## src/rtl/rst_cause_reg.sv

```systemverilog
module rst_cause_reg (
  input  logic       clk,
  input  logic       por,
  input  logic       ext_rst,
  input  logic       wdt_rst,
  input  logic       pfail,
  input  logic       wr_en,
  input  logic [7:0] wr_data,
  output logic [7:0] rd_data,
  input  logic       wdt_expire,
  output logic       wdt_reset_req
);
  localparam logic [7:0] POR_VAL   = 8'h40;
  localparam logic [7:0] FLAG_MASK = 8'h54;
  localparam int         B_PF      = 4;
  localparam int         B_WDF     = 2;
  localparam int         B_EN      = 1;

  logic [7:0] q, wr_val, nxt;
  logic       wr_ok;

  assign wr_ok  = wr_en && !ext_rst && !wdt_rst;
  assign wr_val = (wr_data & ~FLAG_MASK) | (q & wr_data & FLAG_MASK);

  always_comb begin
    nxt = wr_ok ? wr_val : q;
    if (wdt_rst) nxt[B_WDF] = 1'b1;
    if (pfail)   nxt[B_PF]  = 1'b1;
  end

  always_ff @(posedge clk) begin
    if (por) q <= POR_VAL;
    else     q <= nxt;
  end

  assign rd_data       = q;
  assign wdt_reset_req = wdt_expire & q[B_EN];

  p_por_value_r1: assert property (@(posedge clk) por |=> rd_data == 8'h40);
  p_por_wins_r2: assert property (@(posedge clk) (por && (wdt_rst || pfail)) |=> !rd_data[B_WDF] && !rd_data[B_PF]);
  p_wdt_flag_r3: assert property (@(posedge clk) disable iff (por) wdt_rst |=> rd_data[B_WDF]);
  p_en_keep_r3: assert property (@(posedge clk) disable iff (por) (wdt_rst || ext_rst) |=> rd_data[B_EN] == $past(rd_data[B_EN]));
  p_ext_hold_r4: assert property (@(posedge clk) disable iff (por) (ext_rst && !wdt_rst && !pfail) |=> $stable(rd_data));
  p_pf_flag_r5: assert property (@(posedge clk) disable iff (por) pfail |=> rd_data[B_PF]);
  p_req_gate_r10: assert property (@(posedge clk) wdt_reset_req |-> (rd_data[B_EN] && wdt_expire));
endmodule

```

## config.mk

```make
export PLATFORM = sky130hd
export DESIGN_NAME = rst_cause_reg
export DESIGN_NICKNAME = d
export VERILOG_FILES = /design/src/rtl/rst_cause_reg.sv
export SDC_FILE = /design/constraint.sdc
export NUM_CORES = 1
export LEC_CHECK = 0
export BUFFER_PORTS_ARGS = -buffer_cell sky130_fd_sc_hd__buf_4
export CAP_MARGIN = 10
export CORE_AREA = 2 2 39 41
export CTS_BUF_LIST = sky130_fd_sc_hd__clkbuf_16
export CTS_CLUSTER_SIZE = 12
export DETAILED_ROUTE_END_ITERATION = 10
export DIE_AREA = 0 0 41 43
export GPL_TIMING_DRIVEN = 0
export HOLD_SLACK_MARGIN = 0.02
export PLACE_DENSITY_LB_ADDON = 0.05
export SYNTH_ARGS = -nofsm -noshare
export SYNTH_HDL_FRONTEND = slang
export SYNTH_SLANG_ARGS = --single-unit
```

## constraint.sdc

```tcl
create_clock -name clk -period 2 [get_ports clk]
set_clock_uncertainty 0.05 [all_clocks]
set_input_delay 0.3 -clock clk [delete_from_list [all_inputs] [get_ports clk]]
set_output_delay 0.3 -clock clk [all_outputs]
set_load 0.1 [all_outputs]
```

==> out/qor.csv, run 1 <==
stage;metric;value;unit
logic_synthesis;synth_edf_count;0;
floorplanning;ioPinCount;24;
cts;tritoncts;built;
logic_synthesis;synth.avg_cell_area;10.0;µm²
route;wl_met1;359;µm
sta;min_period;1.32;ns
cts;root_buffer;clkbuf_16;
sta;setup_viol;0;
pwr;combPwrFrac;0.187;
sta;worst_slack;0.677;ns
cells_and_area;final_nets;79;
logic_synthesis;ys_types;11;
floorplanning;start_util;0.260;
pwr;p_seq_frac;0.278;
cells_and_area;num_antenna_cells;0;
status;status;finished, final reports clean;
placed_design;gp_congestion;0.495;
grt;first_global_vias;279;
cts;clockBufferDepth;2;
critical_path;cp-end-kind;primary output;
cts;h-tree-depth;1;
flow_run;max-cap-violations;0;
logic_synthesis;ys_ff_latch;8;
critical_path;start_kind;register;
grt;grt_use_total;0.0956;
logic_synthesis;yosysMostFrequentCell;nand2b_1;
sta;slew_headroom;0.815;
route;drt-total-wl;726;µm
route;met3_length;79;µm
placed_design;pre_cts_ws;0.846;ns
cts;cts_sinks;8;
route;viasPerCell;4.04;
sta;rsz0062_at_grt;no;
pwr;vdd_drop_max;658;µV
sta;worst_pin_slew;0.280;ns
floorplanning;die_w;41;µm
cts;cts_setup_buffers;0;
critical_path;path_cells;and2_2 -> buf_4;
logic_synthesis;synth.net_count;51;
critical_path;cp.arrival;0.97;ns
critical_path;cp_max_fo;3;
route;first_pass_iters;2;
grt;grt_first_pass_wirelength;1100;µm
cts;numCtsBuffers;3;
logic_synthesis;synth_top_area_share;0.444;
pwr;p_int;0.465;mW
cts;cts_resized;0;
sta;hold_violations;0;
critical_path;crit_path_max_incr_delay;0.33;ns
grt;grt_max_degree;11;
floorplanning;rows;14;
logic_synthesis;ys_warn_count;0;
cells_and_area;syn_to_final_growth;74.7;%
logic_synthesis;syn_inst;36;
pwr;pwr_density_cell;980;mW/mm²
sta;slew_viol_final;0;
route;vias;315;
logic_synthesis;synth_ff_type;dfxtp_1;
critical_path;cp_num_buf_inv;1;
pwr;switching_share;0.245;
logic_synthesis;synth_largest_area_cell;dfxtp_1;
route;route.detailed.drc;0;
grt;overflow;0;
route;routedWlPerCell;9.31;µm
cells_and_area;nFillCells;152;
route;top_layer;met3;
floorplanning;fp.dieH;43;µm
logic_synthesis;yosysSeqAreaShare;0.444;
logic_synthesis;ys_top_cells_by_count;nand2b_1 (10), dfxtp_1 (8), mux2i_1 (5), nor2_1 (5), a211oi_2 (2);
critical_path;critPathRequiredTime;1.65;ns
logic_synthesis;ys_top_cells_by_area;dfxtp_1 (44%), nand2b_1 (17%), mux2i_1 (14%);
route;ant_nets;0;
cells_and_area;largest_register_ff_count;8;
sta;fmax;756;MHz
critical_path;slowest_stage;dfxtp_1;
sta;finalSetupTns;0;ns
critical_path;path_class;reg2out;
route;wl_met2;287;µm
cts;clkTransAtPathRegs;0.04;ns
route;drtIter0Drc;2;
logic_synthesis;async_flop_share;0;
placed_design;portBuffers;23;
cells_and_area;final_util;0.455;
hold_path;hp-class;in2reg;
grt;antenna_found_initial;0;
cts;clk_latency;0.23;ns
critical_path;crit_family;flip-flops;
floorplanning;coreArea;0.00138;mm²
sta;fin_crit_sh;0.662;
floorplanning;dieArea;0.00176;mm²
cells_and_area;drive_gt1_frac;0.516;
pwr;p_leak;0.287;nW
pwr;power_switching;0.151;mW
logic_synthesis;syn_area;360;µm²
cts;postCtsHoldBufs;0;
pwr;clkPwrFrac;0.536;
[per-stage QoR]
stage	total power, mW	area (µm²)	hold slack (ns)	instances
floorplan	0.252	362	0.399	36
global placement	0.290	554	0.414	75
detailed placement	0.290	554	0.423	75
CTS	0.625	629	0.286	78
global route	0.637	629	0.304	78
finish	0.617	629	0.284	78
[path summary, 6_finish.rpt]
kind | startpoint | to | slack, ns | cells after the start
worst max-delay path | rd_data[1]$_SDFFE_PP0P_ | wdt_reset_req | 0.68 | 2
worst min-delay path | wr_data[2] | rd_data[2]$_SDFFE_PP0P_ | 0.28 | 3
worst max register to register | rd_data[2]$_SDFFE_PP0P_ | rd_data[2]$_SDFFE_PP0P_ | 1.34 | 2
worst min register to register | rd_data[0]$_SDFFE_PP0P_ | rd_data[0]$_SDFFE_PP0P_ | 0.43 | 2
[power groups by stage]
stage	Clock, mW	Combinational (mW)	Sequential, mW
final	0.330	0.115	0.171
after global routing	0.343	0.122	0.172
after CTS	0.337	0.116	0.171
after detailed placement	0	0.116	0.174
after global placement	0	0.116	0.174
after floorplan	0	0.0258	0.227
[layer usage]
layer / vias up / GRT usage
met5: - / 0
met4: 0 / 0.0800
met3: 0 / 0.0157
met2: 18 / 0.122
met1: 129 / 0.133
li1: 168 / -
[placed cells by master (no fill, tap or decap)]
cell / netlist / final
dfxtp_1: 8 / 8
mux2i_1: 5 / 5
a211oi_2: 2 / 2
buf_2: 1 / 1
a21oi_1: 1 / 1
clkbuf_16: 0 / 3
nor3b_2: 1 / 1
and2_2: 0 / 1
inv_1: 1 / 1
buf_4: 0 / 23
nand2b_1: 10 / 10
buf_6: 1 / 1
nor2_1: 5 / 5
[worst min-delay path: cells and delay by family]
family	cells	cell delay (ns)
buffers and inverters	2	0.16
AOI/OAI and AO/OA	1	0.05
[area by class of cell]
type / instances / area (µm²) / area share
multi-input cells: 25 / 181 / 0.288
repair buffers: 23 / 173 / 0.274
flip-flops and latches: 8 / 160 / 0.254
clock buffers: 3 / 75.1 / 0.119
well taps: 16 / 20.0 / 0.0318
plain buffers: 2 / 16.3 / 0.0258
inverters: 1 / 3.75 / 0.00596
[cells by family after synthesis]
group                  Yosys count  synth area share
AO/OA/AOI/OAI                    3            0.0833
buffers and inverters            3            0.0555
flip-flops                       8             0.444
multiplexers                     5             0.139
AND/OR/NAND/NOR                 17             0.278
Note: power is estimated with default switching activity, not from simulation.
==> run 2, diff against run 1 <==
--- a/config.mk
+++ b/config.mk
@@ -5,6 +5,7 @@
 export SDC_FILE = /design/constraint.sdc
 export NUM_CORES = 1
 export LEC_CHECK = 0
+export ABC_AREA = 1
 export BUFFER_PORTS_ARGS = -buffer_cell sky130_fd_sc_hd__buf_4
 export CAP_MARGIN = 10
 export CORE_AREA = 2 2 39 41
==> constraint.sdc (replaced) <==
create_clock -name clk -period 1.2 [get_ports clk]
set_clock_uncertainty 0.05 [all_clocks]
set_input_delay 0.18 -clock clk [delete_from_list [all_inputs] [get_ports clk]]
set_output_delay 0.18 -clock clk [all_outputs]
set_load 0.1 [all_outputs]
==> out/qor.csv, run 2 <==
stage;metric;value;unit
cells_and_area;final_area;607;µm²
placed_design;portBuffers;23;
cells_and_area;largest_register_ff_count;8;
cells_and_area;layout_common_cells;buf_4 (22), nand2_1 (13), dfxtp_2 (7);
logic_synthesis;synth_compound_area_frac;0.127;
critical_path;slowest_stage;dfxtp_4;
floorplanning;rows;14;
floorplanning;start_util;0.228;
floorplanning;dieArea;0.00176;mm²
route;drt-total-wl;798;µm
logic_synthesis;syn_area;315;µm²
sta;slew_headroom;0.815;
pwr;p_int;0.769;mW
floorplanning;fp.dieH;43;µm
status;status;finished, final reports clean;
sta;hold_violations;0;
logic_synthesis;synthXorXnorAreaFrac;0;
cts;h-tree-depth;1;
cts;numCtsBuffers;3;
cts;clk_latency;0.23;ns
critical_path;path_class;reg2out;
critical_path;cp_num_buf_inv;2;
hold_path;hp-class;in2reg;
grt;grt_use_total;0.0938;
logic_synthesis;synth.area.mux_share;0;
cts;cts_sinks;8;
cells_and_area;final_nets;84;
critical_path;path_cells;nand2_1 -> clkinvlp_4 -> buf_6;
sta;slew_viol_final;0;
pwr;p_leak;0.291;nW
logic_synthesis;syn_inst;41;
logic_synthesis;ys_types;12;
logic_synthesis;synth.net_count;56;
placed_design;dp_hpwl;600;µm
route;ant_nets;0;
logic_synthesis;synth_ff_type;dfxtp_1;
cts;tritoncts;built;
pwr;switching_share;0.252;
floorplanning;coreArea;0.00138;mm²
critical_path;cp_max_fo;3;
cells_and_area;final_util;0.439;
sta;setup_viol;0;
logic_synthesis;synth_top_family_by_area;simple AND/OR/NAND/NOR gates;
sta;finalSetupTns;0;ns
sta;rsz0062_at_grt;no;
grt;grt_first_pass_wirelength;1080;µm
logic_synthesis;synth_largest_area_cell;dfxtp_1;
route;first_pass_iters;2;
logic_synthesis;synth_edf_count;0;
sta;fmax;865;MHz
placed_design;placedInstanceArea;524;µm²
cts;clockBufferDepth;2;
logic_synthesis;synth.avg_cell_area;7.69;µm²
logic_synthesis;yosysMostFrequentCell;nand2_1;
cts;clkTransAtPathRegs;0.04;ns
pwr;p_seq_frac;0.277;
sta;min_period;1.16;ns
critical_path;cp.arrival;0.93;ns
cts;root_buffer;clkbuf_16;
logic_synthesis;ys_warn_count;0;
logic_synthesis;ys_top_cells_by_area;dfxtp_1 (51%), nand2_1 (15%), a21oi_1 (9.5%);
route;routedWlPerCell;9.50;µm
cts;cts_setup_buffers;0;
logic_synthesis;synth_top_area_share;0.508;
placed_design;gp_congestion;0.598;
sta;worst_pin_slew;0.279;ns
route;vias;344;
pwr;combPwrFrac;0.174;
cells_and_area;syn_to_final_growth;92.5;%
cells_and_area;num_antenna_cells;0;
grt;first_global_vias;256;
floorplanning;die_w;41;µm
pwr;vdd_drop_max;760;µV
logic_synthesis;ys_top_cells_by_count;nand2_1 (13), dfxtp_1 (8), a21oi_1 (6);
cells_and_area;final_common_cell;buf_4;
grt;grt_max_degree;9;
critical_path;start_kind;register;
route;drtIter0Drc;1;
critical_path;cp-end-kind;primary output;
logic_synthesis;async_flop_share;0;
route;viasPerCell;4.10;
pwr;clkPwrFrac;0.549;
floorplanning;ioPinCount;24;
logic_synthesis;yosysSeqAreaShare;0.508;
critical_path;critPathRequiredTime;0.97;ns
logic_synthesis;synthSimpleGateAreaFrac;0.266;
logic_synthesis;ys_ff_latch;8;
pwr;pwr_density_cell;1690;mW/mm²
critical_path;crit_path_max_incr_delay;0.34;ns
pwr;power_switching;0.259;mW
critical_path;crit_family;flip-flops;
sta;fin_crit_sh;0.963;
flow_run;max-cap-violations;0;
grt;overflow;0;
route;route.detailed.drc;0;
grt;antenna_found_initial;0;
cells_and_area;drive_gt1_frac;0.559;
logic_synthesis;yosys.area_share.adder;0;
-- run 2: cell types whose count changed after synthesis, moves of 2 or more --
cell	previous run	this run
inv_1	1	5
nand2b_1	10	0
a21oi_1	1	6
mux2i_1	5	0
nor2_1	5	2
a211oi_2	2	0
nand2_1	0	13
-- run 2: kinds of logic (layout without fill, tap and decap cells) --
group,after synthesis,count (layout)
AO/OA/AOI/OAI,8,8
flip-flops,8,8
AND/OR/NAND/NOR,18,18
buffers and inverters,7,34
-- run 2: layout make-up --
class                           instances  area, µm²
Multi-Input combinational cell         26        124
Sequential cell                         8        173
Clock inverter                          1       3.75
Tap cell                               16       20.0
Clock buffer                            3       75.1
Inverter                                7       35.0
Timing Repair Buffer                   23        176
Fill cell                             147        777
-- run 2: layer usage --
metal | wire length (µm) | track usage | vias to the layer above
met5 | 0 | 0 | -
met4 | 7 | 0.0800 | 0
met3 | 82 | 0.0314 | 2
met2 | 350 | 0.119 | 13
met1 | 357 | 0.121 | 149
li1 | - | - | 180
-- run 2: repair_timing --
item	in CTS	in global routing
hold buffers	0	0
setup endpoints to repair	1	0
gates resized for setup	1	0
-- run 2: final timing paths --
kind	start	end	slack (ns)	cells after the start
worst max-delay path	rd_data[1]$_SDFFE_PP0P_	wdt_reset_req	0.04	3
worst min-delay path	wr_data[6]	rd_data[6]$_SDFFE_PP1P_	0.11	3
worst max register to register	rd_data[2]$_SDFFE_PP0P_	rd_data[2]$_SDFFE_PP0P_	0.52	2
worst min register to register	rd_data[6]$_SDFFE_PP1P_	rd_data[6]$_SDFFE_PP1P_	0.39	2
-- run 2: worst register-to-register path, cell delays in order, from the launching register on --
cell	delay, ns
dfxtp_2	0.31
o21ai_0	0.15
nor2_1	0.06
-- run 2: power groups by stage --
stage               Combinational [mW]  Clock (mW)  Sequential (mW)
global route                     0.188       0.589            0.287
floorplan                       0.0319           0            0.375
global placement                 0.179           0            0.290
detailed placement               0.180           0            0.290
CTS                              0.181       0.571            0.286
finish                           0.179       0.564            0.285
-- run 2: metrics by stage --
stage | total power [mW] | setup WS (ns) | hold WS, ns | std cells
final | 1.03 | 0.0440 | 0.113 | 84
after CTS | 1.04 | 0.0365 | 0.114 | 84
after detailed placement | 0.470 | 0.230 | 0.349 | 80
after global routing | 1.06 | 0.00980 | 0.117 | 84
after floorplan | 0.407 | -0.0428 | 0.189 | 41
after global placement | 0.469 | 0.233 | 0.346 | 80
==> run 3, diff against run 2 <==
--- a/config.mk
+++ b/config.mk
@@ -16,6 +16,7 @@
 export GPL_TIMING_DRIVEN = 0
 export HOLD_SLACK_MARGIN = 0.02
 export PLACE_DENSITY_LB_ADDON = 0.05
+export SETUP_SLACK_MARGIN = 0.05
 export SYNTH_ARGS = -nofsm -noshare
 export SYNTH_HDL_FRONTEND = slang
 export SYNTH_SLANG_ARGS = --single-unit
==> out/qor.csv, run 3 (synthesis results as in run 2) <==
stage;metric;value;unit
critical_path;start_kind;register;
cells_and_area;syn_to_final_growth;97.6;%
pwr;switching_share;0.252;
cts;h-tree-depth;1;
flow_run;max-cap-violations;0;
sta;slew_viol_final;0;
placed_design;gp_congestion;0.598;
grt;grt-busiest-layer;met1;
sta;hold_violations;0;
grt;grt_first_pass_wirelength;1080;µm
pwr;p_seq_frac;0.277;
pwr;p_leak;0.302;nW
grt;overflow;0;
route;drtIter0Drc;1;
sta;fin_crit_sh;0.929;
critical_path;cp-end-kind;primary output;
sta;fmax;897;MHz
grt;grt_max_degree;9;
pwr;clkPwrFrac;0.547;
status;status;finished, final reports clean;
cells_and_area;final_nets;84;
route;viasPerCell;4.08;
cells_and_area;final_common_cell;buf_4;
route;first_pass_iters;2;
floorplanning;rows;14;
cts;root_buffer;clkbuf_16;
route;routedWlPerCell;9.51;µm
cells_and_area;layout_common_cells;buf_4 (22), nand2_1 (12), dfxtp_2 (7);
cts;cts_sinks;8;
sta;worst_pin_slew;0.279;ns
critical_path;critPathRequiredTime;0.97;ns
pwr;vdd_drop_max;760;µV
route;ant_nets;0;
floorplanning;die_w;41;µm
cts;clockBufferDepth;2;
cells_and_area;num_antenna_cells;0;
cts;clk_latency;0.23;ns
cts;cts_setup_buffers;0;
cells_and_area;final_util;0.450;
sta;min_period;1.11;ns
route;drt-total-wl;799;µm
sta;setup_viol;0;
floorplanning;fp.dieH;43;µm
grt;grtUsageMet2;0.119;
cells_and_area;largest_register_ff_count;8;
pwr;combPwrFrac;0.176;
hold_path;hp-class;in2reg;
cts;clkTransAtPathRegs;0.04;ns
pwr;pwr_density_cell;1660;mW/mm²
sta;slew_headroom;0.815;
critical_path;path_class;reg2out;
floorplanning;ioPinCount;24;
floorplanning;start_util;0.228;
grt;grt_use_total;0.0938;
route;vias;343;
cells_and_area;drive_gt1_frac;0.574;
sta;whs;0.113;ns
pwr;p_int;0.771;mW
grt;grt.met1_usage;0.121;
route;route.detailed.drc;0;
critical_path;cp.arrival;0.88;ns
placed_design;dp_hpwl;600;µm
floorplanning;coreArea;0.00138;mm²
grt;first_global_vias;256;
pwr;power_switching;0.260;mW
placed_design;portBuffers;23;
grt;antenna_found_initial;0;
critical_path;cp_max_fo;3;
grt;use_met3;0.0314;
floorplanning;dieArea;0.00176;mm²
sta;rsz0062_at_grt;no;
cts;numCtsBuffers;3;
cts;tritoncts;built;
==> run 3: worst paths after layout <==
check	startpoint	end	slack, ns	cells after the start
setup / recovery	rd_data[1]$_SDFFE_PP0P_	wdt_reset_req	0.09	3
hold / removal	wr_data[6]	rd_data[6]$_SDFFE_PP1P_	0.11	3
setup reg to reg	rd_data[2]$_SDFFE_PP0P_	rd_data[2]$_SDFFE_PP0P_	0.52	2
hold reg to reg	rd_data[6]$_SDFFE_PP1P_	rd_data[6]$_SDFFE_PP1P_	0.39	2
==> run 3: metrics by stage <==
step	cell area, µm²	setup TNS (ns)	setup slack (ns)	std cells	power (mW)
6_report	623	0	0.0856	84	1.03
5_1_grt	623	0	0.0621	84	1.07
4_1_cts	618	0	0.0653	84	1.04
3_5_place_dp	524	0	0.230	80	0.470
3_3_place_gp	524	0	0.233	80	0.469
2_1_floorplan	332	-0.0428	-0.0428	41	0.407
==> run 3: area by class of cell <==
class	count	area, µm²
multi-input cells	26	131
repair buffers	23	185
clock inverters	1	3.75
clock buffers	3	75.1
fillers	147	761
flip-flops and latches	8	173
inverters	7	35.0
well taps	16	20.0
==> run 3: layer usage <==
| layer | vias up | wire length, µm |
|---|---|---|
| met1 | 148 | 356 |
| met4 | 0 | 7 |
| li1 | 180 | - |
| met5 | - | 0 |
| met3 | 2 | 82 |
| met2 | 13 | 351 |
==> run 3: power groups by stage <==
stage	logic (mW)	clock network, mW	registers [mW]
after floorplan	0.0319	0	0.375
after global placement	0.179	0	0.290
after detailed placement	0.180	0	0.290
after CTS	0.183	0.571	0.286
after global routing	0.191	0.589	0.287
final	0.182	0.564	0.286
==> run 3: critical path, stage by stage, from the launching register on <==
cell and delay (ns):
dfxtp_4 0.35, nand2_4 0.06, clkinvlp_4 0.08, buf_12 0.16
==> run 3: repair_timing <==
| action | in CTS | in global routing |
|---|---|---|
| hold buffers | 0 | 0 |
| gates cloned | 0 | 0 |
| resized for setup | 4 | 1 |
| endpoints found under the setup margin | 1 | 1 |
